$ cat src/rtl/cwb_pkg.sv
package cwb_pkg;

    typedef enum logic [2:0] {
        WC_NEVER   = 3'd0,
        WC_ALWAYS  = 3'd1,
        WC_ZERO    = 3'd2,
        WC_NONZERO = 3'd3,
        WC_GEZ     = 3'd4,
        WC_LTZ     = 3'd5,
        WC_RSV6    = 3'd6,
        WC_RSV7    = 3'd7
    } wb_cond_e;

    typedef enum logic [1:0] {
        SG_POS  = 2'd0,
        SG_ZERO = 2'd1,
        SG_NEG  = 2'd2
    } sgn_state_e;

endpackage

$ cat src/rtl/cwb_status.sv
module cwb_status
    import cwb_pkg::*;
#(
    parameter int DW = 32
) (
    input  logic          clk,
    input  logic          rst,
    input  logic          cmp_en,
    input  logic [DW-1:0] res_bus,
    input  logic [2:0]    cond,
    output logic          wb_ok
);

    sgn_state_e state_q, state_d;

    // state register
    always_ff @(posedge clk) begin
        if (rst) state_q <= SG_POS;
        else     state_q <= state_d;
    end

    // transitions: keep / cmp_zero / cmp_neg / cmp_pos
    always_comb begin
        state_d = state_q;
        if (cmp_en) begin
            if (res_bus == '0)        state_d = SG_ZERO;
            else if (res_bus[DW-1])   state_d = SG_NEG;
            else                      state_d = SG_POS;
        end
    end

    // outputs: predicate from the stored state
    always_comb begin
        wb_ok = 1'b0;
        unique case (wb_cond_e'(cond))
            WC_NEVER:   wb_ok = 1'b0;
            WC_ALWAYS:  wb_ok = 1'b1;
            WC_ZERO:    wb_ok = (state_q == SG_ZERO);
            WC_NONZERO: wb_ok = (state_q != SG_ZERO);
            WC_GEZ:     wb_ok = (state_q != SG_NEG);
            WC_LTZ:     wb_ok = (state_q == SG_NEG);
            WC_RSV6:    wb_ok = 1'b0;
            WC_RSV7:    wb_ok = 1'b0;
        endcase
    end

    p_cmp_zero_r5: assert property (@(posedge clk) disable iff (rst)
        (cmp_en && res_bus == '0) |=> state_q == SG_ZERO);
    p_cmp_neg_r5: assert property (@(posedge clk) disable iff (rst)
        (cmp_en && res_bus[DW-1]) |=> state_q == SG_NEG);
    p_keep_r6: assert property (@(posedge clk) disable iff (rst)
        !cmp_en |=> $stable(state_q));
    p_rsv_never_r4: assert property (@(posedge clk) disable iff (rst)
        (cond == 3'd6 || cond == 3'd7 || cond == 3'd0) |-> !wb_ok);

endmodule

$ cat src/rtl/cwb_pc.sv
module cwb_pc #(
    parameter int DW = 32
) (
    input  logic          clk,
    input  logic          rst,
    input  logic          advance,
    input  logic          load,
    input  logic [DW-1:0] load_val,
    output logic [DW-1:0] pc
);

    logic [DW-1:0] pc_q;

    always_ff @(posedge clk) begin
        if (rst)          pc_q <= '0;
        else if (load)    pc_q <= load_val;
        else if (advance) pc_q <= pc_q + DW'(1);
    end

    assign pc = pc_q;

    p_step_r8: assert property (@(posedge clk) disable iff (rst)
        (!load && advance) |=> pc_q == $past(pc_q) + DW'(1));
    p_hold_r8: assert property (@(posedge clk) disable iff (rst)
        (!load && !advance) |=> $stable(pc_q));

endmodule

$ cat src/rtl/cwb_regbank.sv
module cwb_regbank #(
    parameter int DW   = 32,
    parameter int NREG = 16,
    parameter int SELW = 4
) (
    input  logic            clk,
    input  logic            rst,
    input  logic            wr_en,
    input  logic [SELW-1:0] wr_sel,
    input  logic [DW-1:0]   wr_data,
    input  logic            aux_valid,
    input  logic [DW-1:0]   aux_data,
    input  logic [DW-1:0]   pc_val,
    input  logic [SELW-1:0] rd_a_sel,
    input  logic [SELW-1:0] rd_b_sel,
    output logic [DW-1:0]   op_a,
    output logic [DW-1:0]   op_b
);

    localparam int PC_IDX = NREG - 2;
    localparam int RX_IDX = NREG - 1;

    logic [DW-1:0] view [NREG];
    logic [DW-1:0] rx_q;

    always_ff @(posedge clk) begin
        if (rst)            rx_q <= '0;
        else if (aux_valid) rx_q <= aux_data;
    end

    for (genvar i = 0; i < NREG; i++) begin : g_slot
        if (i < PC_IDX) begin : g_gpr
            logic [DW-1:0] q;
            always_ff @(posedge clk) begin
                if (rst)                                 q <= '0;
                else if (wr_en && wr_sel == SELW'(i))    q <= wr_data;
            end
            assign view[i] = q;
        end else if (i == PC_IDX) begin : g_pc
            assign view[i] = pc_val;
        end else begin : g_rx
            assign view[i] = rx_q;
        end
    end

    assign op_a = view[rd_a_sel];
    assign op_b = view[rd_b_sel];

    p_rx_load_r10: assert property (@(posedge clk) disable iff (rst)
        aux_valid |=> rx_q == $past(aux_data));
    p_rx_hold_r9: assert property (@(posedge clk) disable iff (rst)
        !aux_valid |=> $stable(rx_q));

endmodule

$ cat src/rtl/cwb_regfile.sv
module cwb_regfile #(
    parameter int DW   = 32,
    parameter int NREG = 16,
    localparam int SELW = $clog2(NREG)
) (
    input  logic            clk,
    input  logic            rst,
    input  logic            advance,
    input  logic [SELW-1:0] rd_a_sel,
    input  logic [SELW-1:0] rd_b_sel,
    input  logic [SELW-1:0] wr_sel,
    input  logic [2:0]      wr_cond,
    input  logic            cmp_en,
    input  logic [DW-1:0]   res_bus,
    input  logic [DW-1:0]   aux_bus,
    input  logic            aux_valid,
    output logic [DW-1:0]   op_a,
    output logic [DW-1:0]   op_b,
    output logic [DW-1:0]   pc,
    output logic            jump
);

    localparam int PC_IDX = NREG - 2;

    logic wb_ok;

    cwb_status #(.DW(DW)) u_status (
        .clk     (clk),
        .rst     (rst),
        .cmp_en  (cmp_en),
        .res_bus (res_bus),
        .cond    (wr_cond),
        .wb_ok   (wb_ok)
    );

    assign jump = wb_ok && (wr_sel == SELW'(PC_IDX));

    cwb_pc #(.DW(DW)) u_pc (
        .clk      (clk),
        .rst      (rst),
        .advance  (advance),
        .load     (jump),
        .load_val (res_bus),
        .pc       (pc)
    );

    cwb_regbank #(.DW(DW), .NREG(NREG), .SELW(SELW)) u_bank (
        .clk       (clk),
        .rst       (rst),
        .wr_en     (wb_ok),
        .wr_sel    (wr_sel),
        .wr_data   (res_bus),
        .aux_valid (aux_valid),
        .aux_data  (aux_bus),
        .pc_val    (pc),
        .rd_a_sel  (rd_a_sel),
        .rd_b_sel  (rd_b_sel),
        .op_a      (op_a),
        .op_b      (op_b)
    );

    p_jump_pc_r7: assert property (@(posedge clk) disable iff (rst)
        jump |=> pc == $past(res_bus));

endmodule

$ cat config.mk
export PLATFORM = sky130hd
export DESIGN_NAME = cwb_regfile
export DESIGN_NICKNAME = d
export VERILOG_FILES = /design/src/rtl/cwb_pkg.sv /design/src/rtl/cwb_status.sv /design/src/rtl/cwb_pc.sv /design/src/rtl/cwb_regbank.sv /design/src/rtl/cwb_regfile.sv
export SDC_FILE = /design/constraint.sdc
export NUM_CORES = 1
export LEC_CHECK = 0
export BUFFER_PORTS_ARGS = -buffer_cell sky130_fd_sc_hd__buf_2
export CORE_ASPECT_RATIO = 1.2
export CORE_UTILIZATION = 55
export DETAILED_ROUTE_END_ITERATION = 10
export GPL_TIMING_DRIVEN = 0
export MAX_ROUTING_LAYER = met4
export PLACE_DENSITY = 0.74
export SLEW_MARGIN = 20
export SYNTH_ARGS = -nofsm -noshare
export SYNTH_HDL_FRONTEND = slang
export SYNTH_SLANG_ARGS = --single-unit
$ cat constraint.sdc
create_clock -name clk -period 3 [get_ports clk]
set_input_delay 0.3 -clock clk [delete_from_list [all_inputs] [get_ports clk]]
set_output_delay 0.3 -clock clk [all_outputs]
set_load 0.01 [all_outputs]
==> results of run 1 <==
worst paths after layout:
kind	to	slack [ns]	depth (start not counted)	start
worst max register to register	u_bank.g_slot[4].g_gpr.q[12]	0.07	7	u_status.state_q[0]
worst max-delay path	op_b[18]	0.04	6	rd_b_sel[1]
worst min-delay path	u_bank.g_slot[5].g_gpr.q[17]	0.04	3	res_bus[17]
worst min register to register	u_bank.g_slot[11].g_gpr.q[4]	0.47	2	u_bank.g_slot[11].g_gpr.q[4]
per-stage QoR:
step | setup TNS, ns | total power [mW] | worst slack (ns)
6_report | 0 | 15.5 | 0.0379
5_1_grt | 0 | 15.7 | 0.0139
3_5_place_dp | -15.18 | 8.74 | -0.448
3_3_place_gp | -13.73 | 8.70 | -0.394
4_1_cts | 0 | 15.3 | 0.0144
2_1_floorplan | 0 | 8.13 | 0.682
kinds of logic after synthesis:
kind of cell               share of synthesized area, %
AOI/OAI and AO/OA                                  9.36
xor gates and xnor gates                           1.01
adders and majority gates                        0.0467
buffers and inverters                              5.53
DFF                                                38.4
muxes                                              29.4
and+or+nand+nor                                    16.2
final cells by class:
cell class,instances,area (µm²)
Antenna cell,2,5.00
Buffer,307,1500
Clock buffer,75,1550
Clock inverter,19,196
Fill cell,3908,17700
Inverter,4,15.0
Multi-Input combinational cell,1925,15000
Sequential cell,514,10300
Tap cell,630,788
Timing Repair Buffer,170,1020
cell usage in the layout, fill, tap and decap left out, drive strengths merged, types with 6 or more instances in the layout:
cell type	n
a21oi	417
nor4	15
or4	6
nand3	16
clkinvlp	6
dfxtp	514
nor2	106
nor3	13
mux4	320
or3	6
buf	286
a211oi	30
mux2i	68
clkbuf	233
nand2	847
xor2	26
nand4	19
dlygate4sd3	33
clkinv	11
synth_stat cells (20+ instances only):
master,number
a21oi_1,417
buf_2,88
nor2_1,106
a211oi_2,30
mux2i_1,68
clkbuf_1,156
dfxtp_1,514
buf_1,29
buf_6,20
mux4_2,320
xor2_1,26
nand2_1,847
timing repair:
action	in CTS	in global routing
hold endpoints to repair	33	0
gates cloned	0	0
gates resized for setup	14	2
setup endpoints to repair	59	6
pin swaps	0	0
hold buffers	33	0
flip-flops by register name, indices dropped and copies added, names as in the netlist:
signal                 cells
u_bank.g_slot.g_gpr.q    448
u_bank.rx_q               32
u_pc.pc                   32
u_status.state_q           2
worst register-to-register path, cell delays in order (launching register included):
cell and delay, ns:
dfxtp_1 0.34, o21a_1 0.21, o211a_2 0.30, buf_4 0.21, nor3_2 0.64, clkbuf_1 0.79
nand2_1 0.19, a21oi_1 0.18
metal layers:
layer / up-vias / part of all wire [%]
li1: 10100 / -
met1: 12000 / 33
met2: 2115 / 45
met3: 553 / 14
met4: 0 / 8.6
met5: - / 0
power breakdown:
group | switching, mW | internal (mW)
registers | 0.117 | 6.94
clock network | 3.00 | 3.77
logic | 1.07 | 0.559
total | 4.18 | 11.3
==> impl_metrics.env, run 1 <==
export IMPL_status="complete, no violations"
export IMPL_vdd_drop_max_uv=497
export IMPL_initial_core_util_pct=55.7
export IMPL_max_clock_freq_mhz=338
export IMPL_p_per_area_nw_per_um2=509
export IMPL_die_w_um=203
export IMPL_syn_inst=2750
export IMPL_grt_pass1_vias=24100
export IMPL_first_iter_violations=3420
export IMPL_syn_avg_cell_area_um2=9.74
export IMPL_dp_hpwl_um=74400
export IMPL_synth_top_area_share_pct=38.4
export IMPL_hold_viol=0
export IMPL_finalClockSkew_ns=0.0279
export IMPL_crit_buf_inv=4
export IMPL_io_buffers=137
export IMPL_rows=88
export IMPL_path_delay_family="buffers and inverters"
export IMPL_drc_errors=0
export IMPL_fin_hold_ws_ns=0.0432
export IMPL_global_route_usage_met2_pct=64.6
export IMPL_firstDrtPassIters=7
export IMPL_period_minus_slack_ns=2.96
export IMPL_grt_overflow=0
export IMPL_path_class="primary input to output port"
export IMPL_start_kind="primary input"
export IMPL_die_y_um=244
export IMPL_finalNonFillerCells=3646
export IMPL_nNetsFinal=3059
export IMPL_coreArea_um2=48100
export IMPL_slew_viol_final=0
export IMPL_synth_area_um2=26800
export IMPL_seq_area_frac_synth_pct=38.4
export IMPL_fin_util_pct=63.1
export IMPL_grt_usage_pct=43.9
export IMPL_cts_buffer_depth=3
export IMPL_drive_gt1_share_pct=24.5
export IMPL_placed_area_um2=28300
export IMPL_synthFlopType="dfxtp_1"
export IMPL_grt_antenna_before_repair=1
export IMPL_grt_pass1_wl_um=152000
export IMPL_cp_max_fo=10
export IMPL_synth_top_cell_by_area="dfxtp_1"
export IMPL_clkLatencyLatePin_ns=0.64
export IMPL_min_path_type="primary input to flip-flop"
export IMPL_clockRootBuffer="clkbuf_16"
export IMPL_grt_max_degree=15
export IMPL_rsz0062_at_grt="no"
export IMPL_io_pins=181
export IMPL_area_delta_synth_final_pct=13.4
export IMPL_worst_ep_arrival_time_ns=2.66
export IMPL_cp_required_ns=2.70
export IMPL_yosys_warnings=0
export IMPL_antenna_left=0
export IMPL_synth_distinct_cells=46
export IMPL_post_drt_wl_per_cell_um=29.1
export IMPL_path_cells="buf_2 > clkbuf_2 > clkbuf_2 > mux4_2 > mux4_2 > buf_2"
export IMPL_clkTransAtPathRegs_ns=0.06
export IMPL_grtUsageMet1_pct=51.6
export IMPL_cp_slowest_cell="clkbuf_2"
export IMPL_setup_viol=0
export IMPL_via_per_inst=6.80
export IMPL_yosys_top_cells_area="dfxtp_1, mux4_2, nand2_1"
export IMPL_h_tree_depth=2
export IMPL_cts_buffers_inserted=52
export IMPL_endpoint_kind="output port"
export IMPL_worstMarginPinSlew_ns=1.21
export IMPL_synth_nets=2835
export IMPL_final_area_um2=30400
export IMPL_post_cts_setup_buffer_count=0
export IMPL_maxCapViolCount=0
export IMPL_cp_slowest_stage_delay_ns=0.50
export IMPL_place_inst=3517
export IMPL_cts_tree="done"
export IMPL_wl_um=106000
export IMPL_vias=24800
export IMPL_die_area_um2=49600
export IMPL_p_leak_nw=10.7
export IMPL_fin_crit_sh_pct=98.7
export IMPL_busiest_layer="met2"
export IMPL_ys_async_sr_fraction_pct=0
export IMPL_place_gp_congestion=1.01
export IMPL_use_met3_pct=11.7
export IMPL_clock_sinks=514
export IMPL_max_slew_margin_pct=19.2
export IMPL_ys_seq_elements=514
export IMPL_synth_edff_count=0
Note: power is estimated with default switching activity, not from simulation.
==> inputs of run 2 (changes only) <==
Settings changed: SETUP_SLACK_MARGIN set to 0.05.
==> run 2 against run 1 <==
Net effect:
- register-to-register slack hardly changed
- cell count barely moved
- maximum frequency increased by 0.39%
- count of clock-buffer cells in the layout unchanged
- clock skew shrank 0.0013 ns
- sequential power about the same
- largest power group unchanged
- clock power is essentially flat
- die area unchanged
==> impl_metrics.env, run 2 (same netlist as run 1, synthesis figures left out) <==
export IMPL_status="complete, no violations"
export IMPL_antenna_left=0
export IMPL_die_area_um2=49600
export IMPL_grt_overflow=0
export IMPL_hold_start="res_bus[17]"
export IMPL_place_gp_congestion=1.01
export IMPL_final_cell_mix="nand2_1, dfxtp_1, a21oi_1"
export IMPL_firstDrtPassIters=6
export IMPL_fin_total_pwr_mw=15.5
export IMPL_finalClockSkew_ns=0.0266
export IMPL_largest_reg_flops=448
export IMPL_grt_pass1_vias=24100
export IMPL_hold_viol=0
export IMPL_clkTransAtPathRegs_ns=0.07
export IMPL_h_tree_depth=2
export IMPL_path_class="primary input to output port"
export IMPL_grt_pass1_wl_um=152000
export IMPL_crit_start="rd_b_sel[1]"
export IMPL_max_slew_margin_pct=21.3
export IMPL_worst_ep_arrival_time_ns=2.65
export IMPL_cts_buffer_depth=3
export IMPL_maxCapViolCount=0
export IMPL_period_minus_slack_ns=2.95
export IMPL_first_iter_violations=3646
export IMPL_max_clock_freq_mhz=339
export IMPL_wl_um=106000
export IMPL_cts_tree="done"
export IMPL_grt_usage_pct=43.9
export IMPL_cts_buffers_inserted=52
export IMPL_die_y_um=244
export IMPL_min_path_type="primary input to flip-flop"
export IMPL_regArea_um2=10300
export IMPL_clock_sinks=514
export IMPL_coreArea_um2=48100
export IMPL_wl_met2_um=47600
export IMPL_grt_max_degree=15
export IMPL_reg2reg_from="u_status.state_q[0]"
export IMPL_setup_viol=0
export IMPL_post_drt_wl_per_cell_um=29.1
export IMPL_path_cells="buf_2 > clkbuf_2 > buf_2 > mux4_2 > mux4_2 > buf_2"
export IMPL_drive_gt1_share_pct=24.5
export IMPL_initial_core_util_pct=55.7
export IMPL_nNetsFinal=3059
export IMPL_p_leak_nw=10.7
export IMPL_dp_hpwl_um=74400
export IMPL_rsz0062_at_grt="no"
export IMPL_crit_buf_inv=4
export IMPL_regMostFlops="u_bank.g_slot.g_gpr.q"
export IMPL_cp_required_ns=2.70
export IMPL_vdd_drop_max_uv=493
export IMPL_multi_input_area_um2=15000
export IMPL_vias=24800
export IMPL_clkLatencyLatePin_ns=0.65
export IMPL_path_delay_family="buffers and inverters"
export IMPL_slew_viol_final=0
export IMPL_wl_met3_um=14200
export IMPL_start_kind="primary input"
export IMPL_io_buffers=137
export IMPL_via_per_inst=6.80
export IMPL_endpoint_kind="output port"
export IMPL_cp_slowest_stage_delay_ns=0.49
export IMPL_clockRootBuffer="clkbuf_16"
export IMPL_fin_crit_sh_pct=98.4
export IMPL_grt_antenna_before_repair=2
export IMPL_highest_layer="met4"
export IMPL_io_pins=181
export IMPL_final_common_cell="nand2_1"
export IMPL_finalNonFillerCells=3647
export IMPL_die_w_um=203
export IMPL_drc_errors=0
export IMPL_cp_slowest_cell="mux4_2"
export IMPL_area_delta_synth_final_pct=13.4
export IMPL_worstMarginPinSlew_ns=1.18
export IMPL_cp_max_fo=10
export IMPL_fin_util_pct=63.2
export IMPL_rows=88
export IMPL_cp_common_cell="buf_2"
export IMPL_place_inst=3517
export IMPL_fill_cells=3908
export IMPL_drt_met1_wl_um=35400
export IMPL_p_per_area_nw_per_um2=509
## run 2: routing by layer
| metal | global-route usage, % | vias to the layer above |
|---|---|---|
| li1 | - | 10200 |
| met3 | 12.0 | 544 |
| met5 | - | - |
| met4 | 32.0 | 0 |
| met1 | 51.7 | 12000 |
| met2 | 64.4 | 2121 |
## run 2: area by class of cell
type,count,share of cell area [%]
antenna,3,0.0247
buffer,307,4.94
clock buffer,75,5.10
clock inverter,19,0.646
inverter,4,0.0494
multi-input combinational,1925,49.4
sequential,514,33.9
tap,630,2.59
timing repair buffer,170,3.34
## run 2: power breakdown
group	switching (mW)	internal, mW	leakage [nW]
registers	0.116	6.94	4.16
clock network	3.01	3.77	0.846
logic	1.07	0.560	5.67
total	4.19	11.3	10.7
## run 2: path summary, 6_finish.rpt
path                                       end  slack, ns  cells past startpoint
hold / removal    u_bank.g_slot[5].g_gpr.q[17]       0.03                      3
setup reg to reg  u_bank.g_slot[4].g_gpr.q[12]       0.06                      7
setup / recovery                       op_b[2]       0.05                      6
hold reg to reg   u_bank.g_slot[2].g_gpr.q[27]       0.46                      2
## run 2: repair_timing
| action | CTS | global route |
|---|---|---|
| gates resized for setup | 17 | 1 |
| setup endpoints to repair | 64 | 9 |
| gates cloned | 0 | 0 |
| hold buffers | 33 | 0 |
| endpoints found under the hold margin | 33 | 0 |
| setup buffers | 0 | 0 |
## run 2: worst min-delay path, cell delays in order
cell	delay (ns)
clkbuf_1	0.17
nand2_1	0.10
a21oi_1	0.06
## run 2: through the flow
stage / setup TNS [ns] / hold slack [ns] / setup WS [ns] / instance area [µm²]
floorplan: 0 / 0.436 / 0.682 / 26800
global placement: -13.73 / 0.448 / -0.394 / 28300
detailed placement: -15.18 / 0.458 / -0.448 / 28300
CTS: 0 / 0.0329 / 0.0888 / 30400
global route: 0 / 0.0426 / 0.0599 / 30400
finish: 0 / 0.0310 / 0.0494 / 30400
